<file path="src/rtl/tdg_pkg.sv">
package tdg_pkg;
    typedef enum logic [1:0] {
        ST_IDLE  = 2'd0,
        ST_COUNT = 2'd1,
        ST_PULSE = 2'd2
    } tdg_state_e;
endpackage

</file>
<file path="src/rtl/tdg_sync.sv">
module tdg_sync #(
    parameter int STAGES = 2
) (
    input  logic clk,
    input  logic rst_n,
    input  logic d,
    output logic q
);
    logic [STAGES-1:0] chain;

    generate
        for (genvar i = 0; i < STAGES; i++) begin : g_stage
            if (i == 0) begin : g_first
                always_ff @(posedge clk or negedge rst_n) begin
                    if (!rst_n) chain[0] <= 1'b0;
                    else        chain[0] <= d;
                end
            end else begin : g_next
                always_ff @(posedge clk or negedge rst_n) begin
                    if (!rst_n) chain[i] <= 1'b0;
                    else        chain[i] <= chain[i-1];
                end
            end
        end
    endgenerate

    assign q = chain[STAGES-1];
endmodule

</file>
<file path="src/rtl/tdg_therm_decode.sv">
module tdg_therm_decode #(
    parameter int TAPS = 50,
    localparam int MW = $clog2(TAPS + 1)
) (
    input  logic [TAPS-1:0] therm,
    output logic [MW-1:0]   count
);
    // Position of the lowest zero; bubbles above it are ignored.
    always_comb begin
        count = MW'(TAPS);
        for (int i = TAPS - 1; i >= 0; i--) begin
            if (!therm[i]) count = MW'(i);
        end
    end
endmodule

</file>
<file path="src/rtl/tdg_tap_plan.sv">
module tdg_tap_plan #(
    parameter int TAPS = 50,
    localparam int MW = $clog2(TAPS + 1),
    localparam int SW = $clog2(TAPS)
) (
    input  logic [MW-1:0] meas,
    output logic [SW-1:0] sel,
    output logic          extra
);
    always_comb begin
        extra = (meas == '0);
        if (meas == '0 || meas == MW'(TAPS)) sel = '0;
        else                                 sel = SW'(MW'(TAPS) - meas);
    end
endmodule

</file>
<file path="src/rtl/trig_delay_gen.sv">
module trig_delay_gen #(
    parameter int TAPS   = 50,
    parameter int CNT_W  = 16,
    parameter int LEN_W  = 4,
    parameter int SYNC_N = 2,
    localparam int MW = $clog2(TAPS + 1),
    localparam int SW = $clog2(TAPS)
) (
    input  logic             clk,
    input  logic             rst_n,
    input  logic             trig_in,
    input  logic [TAPS-1:0]  therm_in,
    input  logic [CNT_W-1:0] delay_cycles,
    input  logic [LEN_W-1:0] pulse_len,
    input  logic             arm,
    output logic             pulse_out,
    output logic [SW-1:0]    tap_sel,
    output logic             busy
);
    import tdg_pkg::*;

    tdg_state_e state_q, state_d;
    logic           trig_s, trig_prev, trig_rise, start;
    logic [MW-1:0]  meas;
    logic [SW-1:0]  sel_w;
    logic           extra_w;
    logic [CNT_W:0] cnt_q, delay_eff;
    logic [LEN_W-1:0] len_q, len_eff;
    logic           cnt_done, len_done;

    tdg_sync #(.STAGES(SYNC_N)) i_sync (
        .clk(clk), .rst_n(rst_n), .d(trig_in), .q(trig_s)
    );

    tdg_therm_decode #(.TAPS(TAPS)) i_dec (
        .therm(therm_in), .count(meas)
    );

    tdg_tap_plan #(.TAPS(TAPS)) i_plan (
        .meas(meas), .sel(sel_w), .extra(extra_w)
    );

    always_ff @(posedge clk or negedge rst_n) begin
        if (!rst_n) trig_prev <= 1'b0;
        else        trig_prev <= trig_s;
    end

    assign trig_rise = trig_s & ~trig_prev;
    assign start     = (state_q == ST_IDLE) && trig_rise && arm;
    assign delay_eff = (delay_cycles == '0) ? (CNT_W+1)'(1) : {1'b0, delay_cycles};
    assign len_eff   = (pulse_len == '0) ? LEN_W'(1) : pulse_len;
    assign cnt_done  = (cnt_q <= (CNT_W+1)'(1));
    assign len_done  = (len_q <= LEN_W'(1));

    // Next-state logic
    always_comb begin
        state_d = state_q;
        unique case (state_q)
            ST_IDLE:  if (start)    state_d = ST_COUNT;
            ST_COUNT: if (cnt_done) state_d = ST_PULSE;
            ST_PULSE: if (len_done) state_d = ST_IDLE;
            default:                state_d = ST_IDLE;
        endcase
    end

    // State register
    always_ff @(posedge clk or negedge rst_n) begin
        if (!rst_n) state_q <= ST_IDLE;
        else        state_q <= state_d;
    end

    // Outputs and datapath registers
    always_ff @(posedge clk or negedge rst_n) begin
        if (!rst_n) begin
            cnt_q     <= '0;
            len_q     <= '0;
            tap_sel   <= '0;
            pulse_out <= 1'b0;
        end else begin
            unique case (state_q)
                ST_IDLE: begin
                    if (start) begin
                        cnt_q   <= delay_eff + (CNT_W+1)'(extra_w);
                        tap_sel <= sel_w;
                    end
                end
                ST_COUNT: begin
                    if (cnt_done) begin
                        pulse_out <= 1'b1;
                        len_q     <= len_eff;
                    end else begin
                        cnt_q <= cnt_q - (CNT_W+1)'(1);
                    end
                end
                ST_PULSE: begin
                    if (len_done) pulse_out <= 1'b0;
                    else          len_q     <= len_q - LEN_W'(1);
                end
                default: pulse_out <= 1'b0;
            endcase
        end
    end

    assign busy = (state_q != ST_IDLE);
endmodule

</file>
<file path="config.mk">
export PLATFORM = sky130hd
export DESIGN_NAME = trig_delay_gen
export DESIGN_NICKNAME = d
export VERILOG_FILES = /design/src/rtl/tdg_pkg.sv /design/src/rtl/tdg_sync.sv /design/src/rtl/tdg_therm_decode.sv /design/src/rtl/tdg_tap_plan.sv /design/src/rtl/trig_delay_gen.sv
export SDC_FILE = /design/constraint.sdc
export NUM_CORES = 1
export LEC_CHECK = 0
export BUFFER_PORTS_ARGS = -buffer_cell sky130_fd_sc_hd__buf_4
export CAP_MARGIN = 5
export CORE_ASPECT_RATIO = 0.9
export CORE_MARGIN = 4
export CORE_UTILIZATION = 48
export DETAILED_ROUTE_END_ITERATION = 7
export GPL_TIMING_DRIVEN = 0
export PLACE_DENSITY = 0.77
export REMOVE_ABC_BUFFERS = 1
export SYNTH_ARGS = -nofsm -noshare
export SYNTH_HDL_FRONTEND = slang
export SYNTH_HIERARCHICAL = 1
export SYNTH_SLANG_ARGS = --single-unit
</file>
<file path="constraint.sdc">
create_clock -name clk -period 1.9 [get_ports clk]
set_clock_uncertainty 0.05 [all_clocks]
set_input_delay 0.57 -clock clk [delete_from_list [all_inputs] [get_ports clk]]
set_output_delay 0.57 -clock clk [all_outputs]
set_load 0.02 [all_outputs]
</file>
After elaboration in Yosys (flattened, before gate mapping)
Index checks and enable logic that the tools add are counted.
{"block": "op_classes", "reduce_logical": 15, "addsub": 4, "eq_ne": 8, "n_lt_le_gt_ge": 2, "n_bitwise": 3, "muxes": 66}
{"operator": "2-to-1 mux 6 bit", "n": 33}
{"operator": "2-to-1 mux 5 bit", "n": 16}
{"operator": "2-to-1 mux 17 bit", "n": 2}
{"operator": "case mux 17 bit (2 select lines)", "n": 1}
{"operator": "adder 16 x 1 -> 17 bit", "n": 1}
{"operator": "less-or-equal comparator 17 x 1 -> 1 bit (second input constant)", "n": 1}
{"operator": "subtractor 17 x 1 -> 17 bit (second input constant)", "n": 1}
{"operator": "logical NOT 16 bit", "n": 1}
{"operator": "2-to-1 mux 16 bit", "n": 1}
{"operator": "2-to-1 mux 4 bit", "n": 3}
{"operator": "AND reduction 3 bit", "n": 4}
{"operator": "2-to-1 mux 2 bit", "n": 5}
{"operator": "inequality test 2 bit (second input constant)", "n": 5}
{"operator": "case mux 4 bit (2 select lines)", "n": 1}
{"operator": "equality test 6 bit (second input constant)", "n": 1}
{"operator": "logical NOT 6 bit", "n": 1}
{"operator": "case mux 2 bit (3 select lines)", "n": 1}
{"operator": "nonzero test 2 bit", "n": 3}
{"operator": "subtractor 6 bit (first input constant)", "n": 1}
{"operator": "less-or-equal comparator 4 x 1 -> 1 bit (second input constant)", "n": 1}
{"operator": "logical NOT 4 bit", "n": 1}
{"operator": "subtractor 4 x 1 -> 4 bit (second input constant)", "n": 1}
{"operator": "case mux 1 bit (3 select lines)", "n": 1}
{"operator": "equality test 2 x 1 -> 1 bit (second input constant)", "n": 1}
{"operator": "other kinds (8)", "n": 11}
{"block": "word_totals", "out_inout_bits": 8, "word_cells": 106, "in_bits": 74, "reg_bits": 33}

Logic depth before layout (Yosys ltp)
{"block": "depth", "word_depth": 54, "mapped_depth": 17}

Modules after synthesis
Netlist, hierarchy kept.
{"mod": "trig_delay_gen", "area_per_inst_um2": 2130.8, "cells_each": 247, "instances": 1}
{"mod": "tdg_therm_decode", "area_per_inst_um2": 586.8, "cells_each": 107, "instances": 1}
{"mod": "tdg_tap_plan", "area_per_inst_um2": 183.9, "cells_each": 25, "instances": 1}
{"mod": "tdg_sync", "area_per_inst_um2": 50.0, "cells_each": 2, "instances": 1}

Worst setup path before layout
No wires, ideal clock.
{"block": "synth_path", "path_type": "in2reg", "startpoint": "in therm_in[36]", "endpoint": "reg cnt_q[16]", "stages": 17, "arrival_ns": 3.472, "setup_ns": 0.064, "setup_slack_ns": -1.686, "path_cell_list": "inv_1 > o21ai_0 > a21o_1 > a221o_1 > a31oi_1 > o21ai_0 > inv_1 > ha_1 > or3b_4 > nor3_1 > ha_1 > ha_1 > nand4_1 > nor4_1 > a31oi_1 > o21ai_0 > o21a_1"}
{"block": "synth_via", "elab_chain_len": 41}
{"element": "start: declaration", "line": "trig_delay_gen.sv:12", "text": "input logic [TAPS-1:0] therm_in,"}
{"element": "2-to-1 mux 5 bit (5 in a row)", "line": "tdg_therm_decode.sv:12", "text": "if (!therm[i]) count = MW'(i);"}
{"element": "2-to-1 mux 6 bit (32 in a row)", "line": "tdg_therm_decode.sv:12"}
{"element": "named net meas[0]", "line": "trig_delay_gen.sv:24", "text": "logic [MW-1:0] meas;"}
{"element": "logical NOT 6 bit", "line": "tdg_tap_plan.sv:11", "text": "extra = (meas == '0);"}
{"element": "named net extra_w", "line": "trig_delay_gen.sv:26", "text": "logic extra_w;"}
{"element": "adder 16 x 1 -> 17 bit", "line": "trig_delay_gen.sv:83", "text": "cnt_q <= delay_eff + (CNT_W+1)'(extra_w);"}
{"element": "2-to-1 mux 17 bit", "line": "trig_delay_gen.sv:82", "text": "if (start) begin"}
{"element": "case mux 17 bit (2 select lines)", "line": "trig_delay_gen.sv:80", "text": "unique case (state_q)"}
{"element": "end signal: assignment", "line": "trig_delay_gen.sv:83"}
{"element": "end signal: assignment", "line": "trig_delay_gen.sv:92", "text": "cnt_q <= cnt_q - (CNT_W+1)'(1);"}
{"element": "end: declaration", "line": "trig_delay_gen.sv:27", "text": "logic [CNT_W:0] cnt_q, delay_eff;"}
The timed path passes the listed nets, and every way through them passes these cells. The select of a mux whose other input is x is not followed.
A chain may end at the register's enable or synchronous reset.

Worst setup path after layout
{"block": "layout_path", "startpoint": "in therm_in[33]", "endpoint": "reg cnt_q[9]"}
{"block": "layout_via", "elab_chain_len": 38}
{"element": "2-to-1 mux 5 bit (2 in a row)", "line": "tdg_therm_decode.sv:12"}
{"element": "2-to-1 mux 6 bit (32 in a row)", "line": "tdg_therm_decode.sv:12"}
{"element": "named net meas[1]", "line": "trig_delay_gen.sv:24"}
{"element": "logical NOT 6 bit", "line": "tdg_tap_plan.sv:11"}
{"element": "named net extra_w", "line": "trig_delay_gen.sv:26"}
{"element": "adder 16 x 1 -> 17 bit", "line": "trig_delay_gen.sv:83"}
{"element": "2-to-1 mux 17 bit", "line": "trig_delay_gen.sv:82"}
{"element": "case mux 17 bit (2 select lines)", "line": "trig_delay_gen.sv:80"}
The timed path passes the listed nets, and every way through them passes these cells. The select of a mux whose other input is x is not followed.

==> impl_metrics.ini <==
[routing]
antenna_left = 0
routed_wirelength_um = 9530
vias = 3459
wl_per_cell_um = 17.3
drt_iter0_drc = 265
dr.pass1.iters = 5
drc = 0
via_per_inst = 6.29

[placed_design]
numPortBuffers = 81
dp_hpwl_um = 6400
postPlaceCellArea_mm2 = 0.00359
dp_slack_ns = -2.39
place.gp.congestion = 0.842

[clock_tree]
numCtsBuffers = 5
cts_max_level = 2
cts_tree = done
cts_max_path_buffers = 2
clk_latency_ns = 0.29
holdBufCountCts = 0
cts_sinks = 33
path_clk_slew_ns = 0.07
cts_root_buf = clkbuf_8

[floorplanning]
fp.dieW_um = 90.7
num_io_pins = 82
die_h_um = 82.4
core_mm2 = 0.00582
initial_core_util_pct = 50.7
rows = 26
die-area_mm2 = 0.00747

[logic_synthesis]
synthMuxAreaShare_pct = 2.63
yosysTopAreaCellShare_pct = 28.0
synth_most_common_cell = nand2_1
yosys-top-cells-count = 40 x nand2_1, 33 x dfrtp_1, 33 x o21ai_0
yosysTopAreaCell = dfrtp_1
synth.yosys.seq_area_share_pct = 28.0
ys_ff_latch = 33
synth_top_family_by_area = simple AND/OR/NAND/NOR gates
yosys.area_share.simple_pct = 27.9
synth_compound_area_share_pct = 26.6
ys_warn_count = 6
synth_edf_count = 0
synthArstFlopShare_pct = 100
synthCells = 381
synth_ff_type = dfrtp_1
synthAdderAreaFrac_pct = 3.82
synth_cell_type_count = 67
synth.top_cells.by_area = dfrtp_1 28%, o21ai_0 5.6%, nand2_1 5.1%
synth_area_per_cell_um2 = 7.75
synth_xor_area_share_pct = 5.34
syn_area_mm2 = 0.00295

[critical_path]
path_common_cell = buf_4
required_ns = 2.02
cp-end-kind = flip-flop
worstSetupStartpoint = therm_in[33]
crit_path_start_kind = primary input
reg2reg_from = cnt_q[1]
r2r_setup_slack_ns = -0.42
cp_num_buf_inv = 5
path_class = in2reg
critical_path.cell_chain = buf_8 -> nand2_4 -> a31oi_4 -> a2111o_1 -> a41oi_2 -> a311o_1 -> a211oi_4 -> inv_1 -> ha_2 -> or3b_4 -> nor3_4 -> ha_4 -> buf_6 -> buf_4 -> and4_4 -> buf_4 -> nand3_2 -> xnor2_1 -> o32ai_1 -> a21oi_1
cp_data_arrival_time_ns = 3.85
cp_slowest_stage_delay_ns = 0.41
cp_top_family = compound AO/OA/AOI/OAI gates
worst_path_max_delay_cell = a2111o_1
path_max_fanout = 4

[timing]
hold_slack_ns = 0.159
rsz0062_at_grt = yes
final_max_slew_viol_count = 0
max_freq_ghz = 0.268
tightest_slew_ns = 0.753
final.setup.tns_ns = -34.62
setup_viol = 24
fin_ws_ns = -1.84
relSlewSlack_pct = 49.7
post-route-period-util_pct = 197
hold_viol = 0
fin_crit_ns = 3.74

[final_layout]
fill_cells = 438
postLayoutCoreUtil_pct = 72.9
register_area_um2 = 831
diodes = 0
layout-drive-gt1-share_pct = 37.1
final_nets = 562
area_growth_syn_to_layout_pct = 43.9
multi_input_area_mm2 = 0.00224
stdcell_area_mm2 = 0.00425

[global_route]
antenna_found_initial = 0
grt_pass1_wl_um = 14600
grt-ovfl-total = 0
grt_start_max_net_pins = 34
grt_pass1_vias = 3128
track_usage_pct = 23.7

[hold_path]
hold_class = in2async

[power_and_ir_drop]
irDropWorstVdd_uv = 419
cellPowerDensity_mw_per_mm2 = 701
p_leak_nw = 1.83

[status]
violations = setup timing
status = complete, but fails checks

[job]
maxCapViolCount = 0
## area by class of cell
cell class,instances,area share [%]
repair buffers,105,20.1
clock buffers,5,1.62
well taps,70,2.06
flip-flops and latches,33,19.6
multi-input cells,308,52.7
inverters,26,2.36
clock inverters,3,1.53
## what timing repair did
action | in CTS | in global routing
setup buffers | 13 | 11
resized for setup | 46 | 43
pin swaps | 36 | 36
hold endpoints to repair | 0 | 0
setup endpoints to repair | 31 | 27
cloned | 0 | 0
## sequential cells by signal (all words and copies together), names as in the netlist
signal,count
trig_prev,1
len_q,4
tap_sel,6
state_q,2
i_sync/chain,1
cnt_q,17
pulse_out,1
i_sync/q,1
## cell families after synthesis
kind of cell    Yosys count
simple gates            161
fa+ha+maj                 9
buf+inv                  40
xor+xnor                 18
compound gates          113
mux                       7
flops                    33
## worst reg2reg max path, stage by stage (launching register included)
cell and delay [ns]:
dfrtp_1 0.41, inv_1 0.11, ha_1 0.18, o21a_1 0.28, a311o_4 0.51, inv_4 0.25, o21ai_0 0.18, a22o_1 0.25
## final timing paths
kind | end | depth (start not counted)
setup / recovery | cnt_q[9] | 20
hold / removal | len_q[0] | 1
setup reg to reg | cnt_q[13] | 7
hold reg to reg | i_sync/q | 0
max in group asynchronous | state_q[0] | 1
min in group clk | i_sync/q | 0
## cells in the final DEF, fill, tap and decap left out, types with 3 or more instances in the layout
master    netlist  layout
a21oi_1        21      20
nor2_2          0       3
nand4_1        18      18
o21ai_0        33      25
nand2b_1        3       3
o21ai_1         2       7
a31oi_1         8       6
mux2_2          6       5
o21ai_2         0       3
nor4_2          1       5
ha_1            9       5
buf_6           1      16
inv_1          25      24
a22o_1          3       3
xnor2_2         0       3
dfrtp_1        33      31
a311oi_1        3       3
nand2_1        40      33
clkbuf_8        0       5
nor4_1          9       5
nor3_2          0       4
nor2_1         32      29
nor3_1         21      16
xnor2_1        12       9
ha_4            0       3
o31ai_1         4       3
buf_4           2      88
nand3_2         0       3
xor2_1          6       6
nand3_1        20      17
nand2_4         0       4
nand2_2         0       3
## layer usage
metal	share of wire [%]	wire length, µm	track usage, %	vias up
li1	-	-	-	1625
met1	42	4050	30.7	1639
met2	50	4770	41.7	167
met3	5.6	538	3.62	28
met4	1.8	174	6.42	0
met5	0	0	0	-
## report_power, final
group          switching (mW)  total (mW)  internal (mW)
Clock                   0.282       0.803          0.521
Combinational           0.508        1.01          0.503
Sequential              0.263        1.16          0.901
Total                    1.05        2.98           1.93
## through the flow
step,cells,power [mW]
floorplan,367,1.63
CTS,540,2.87
global route,550,3.14
detailed placement,519,2.01
finish,550,2.98
global placement,518,1.98
(Power assumes the default switching activity.)
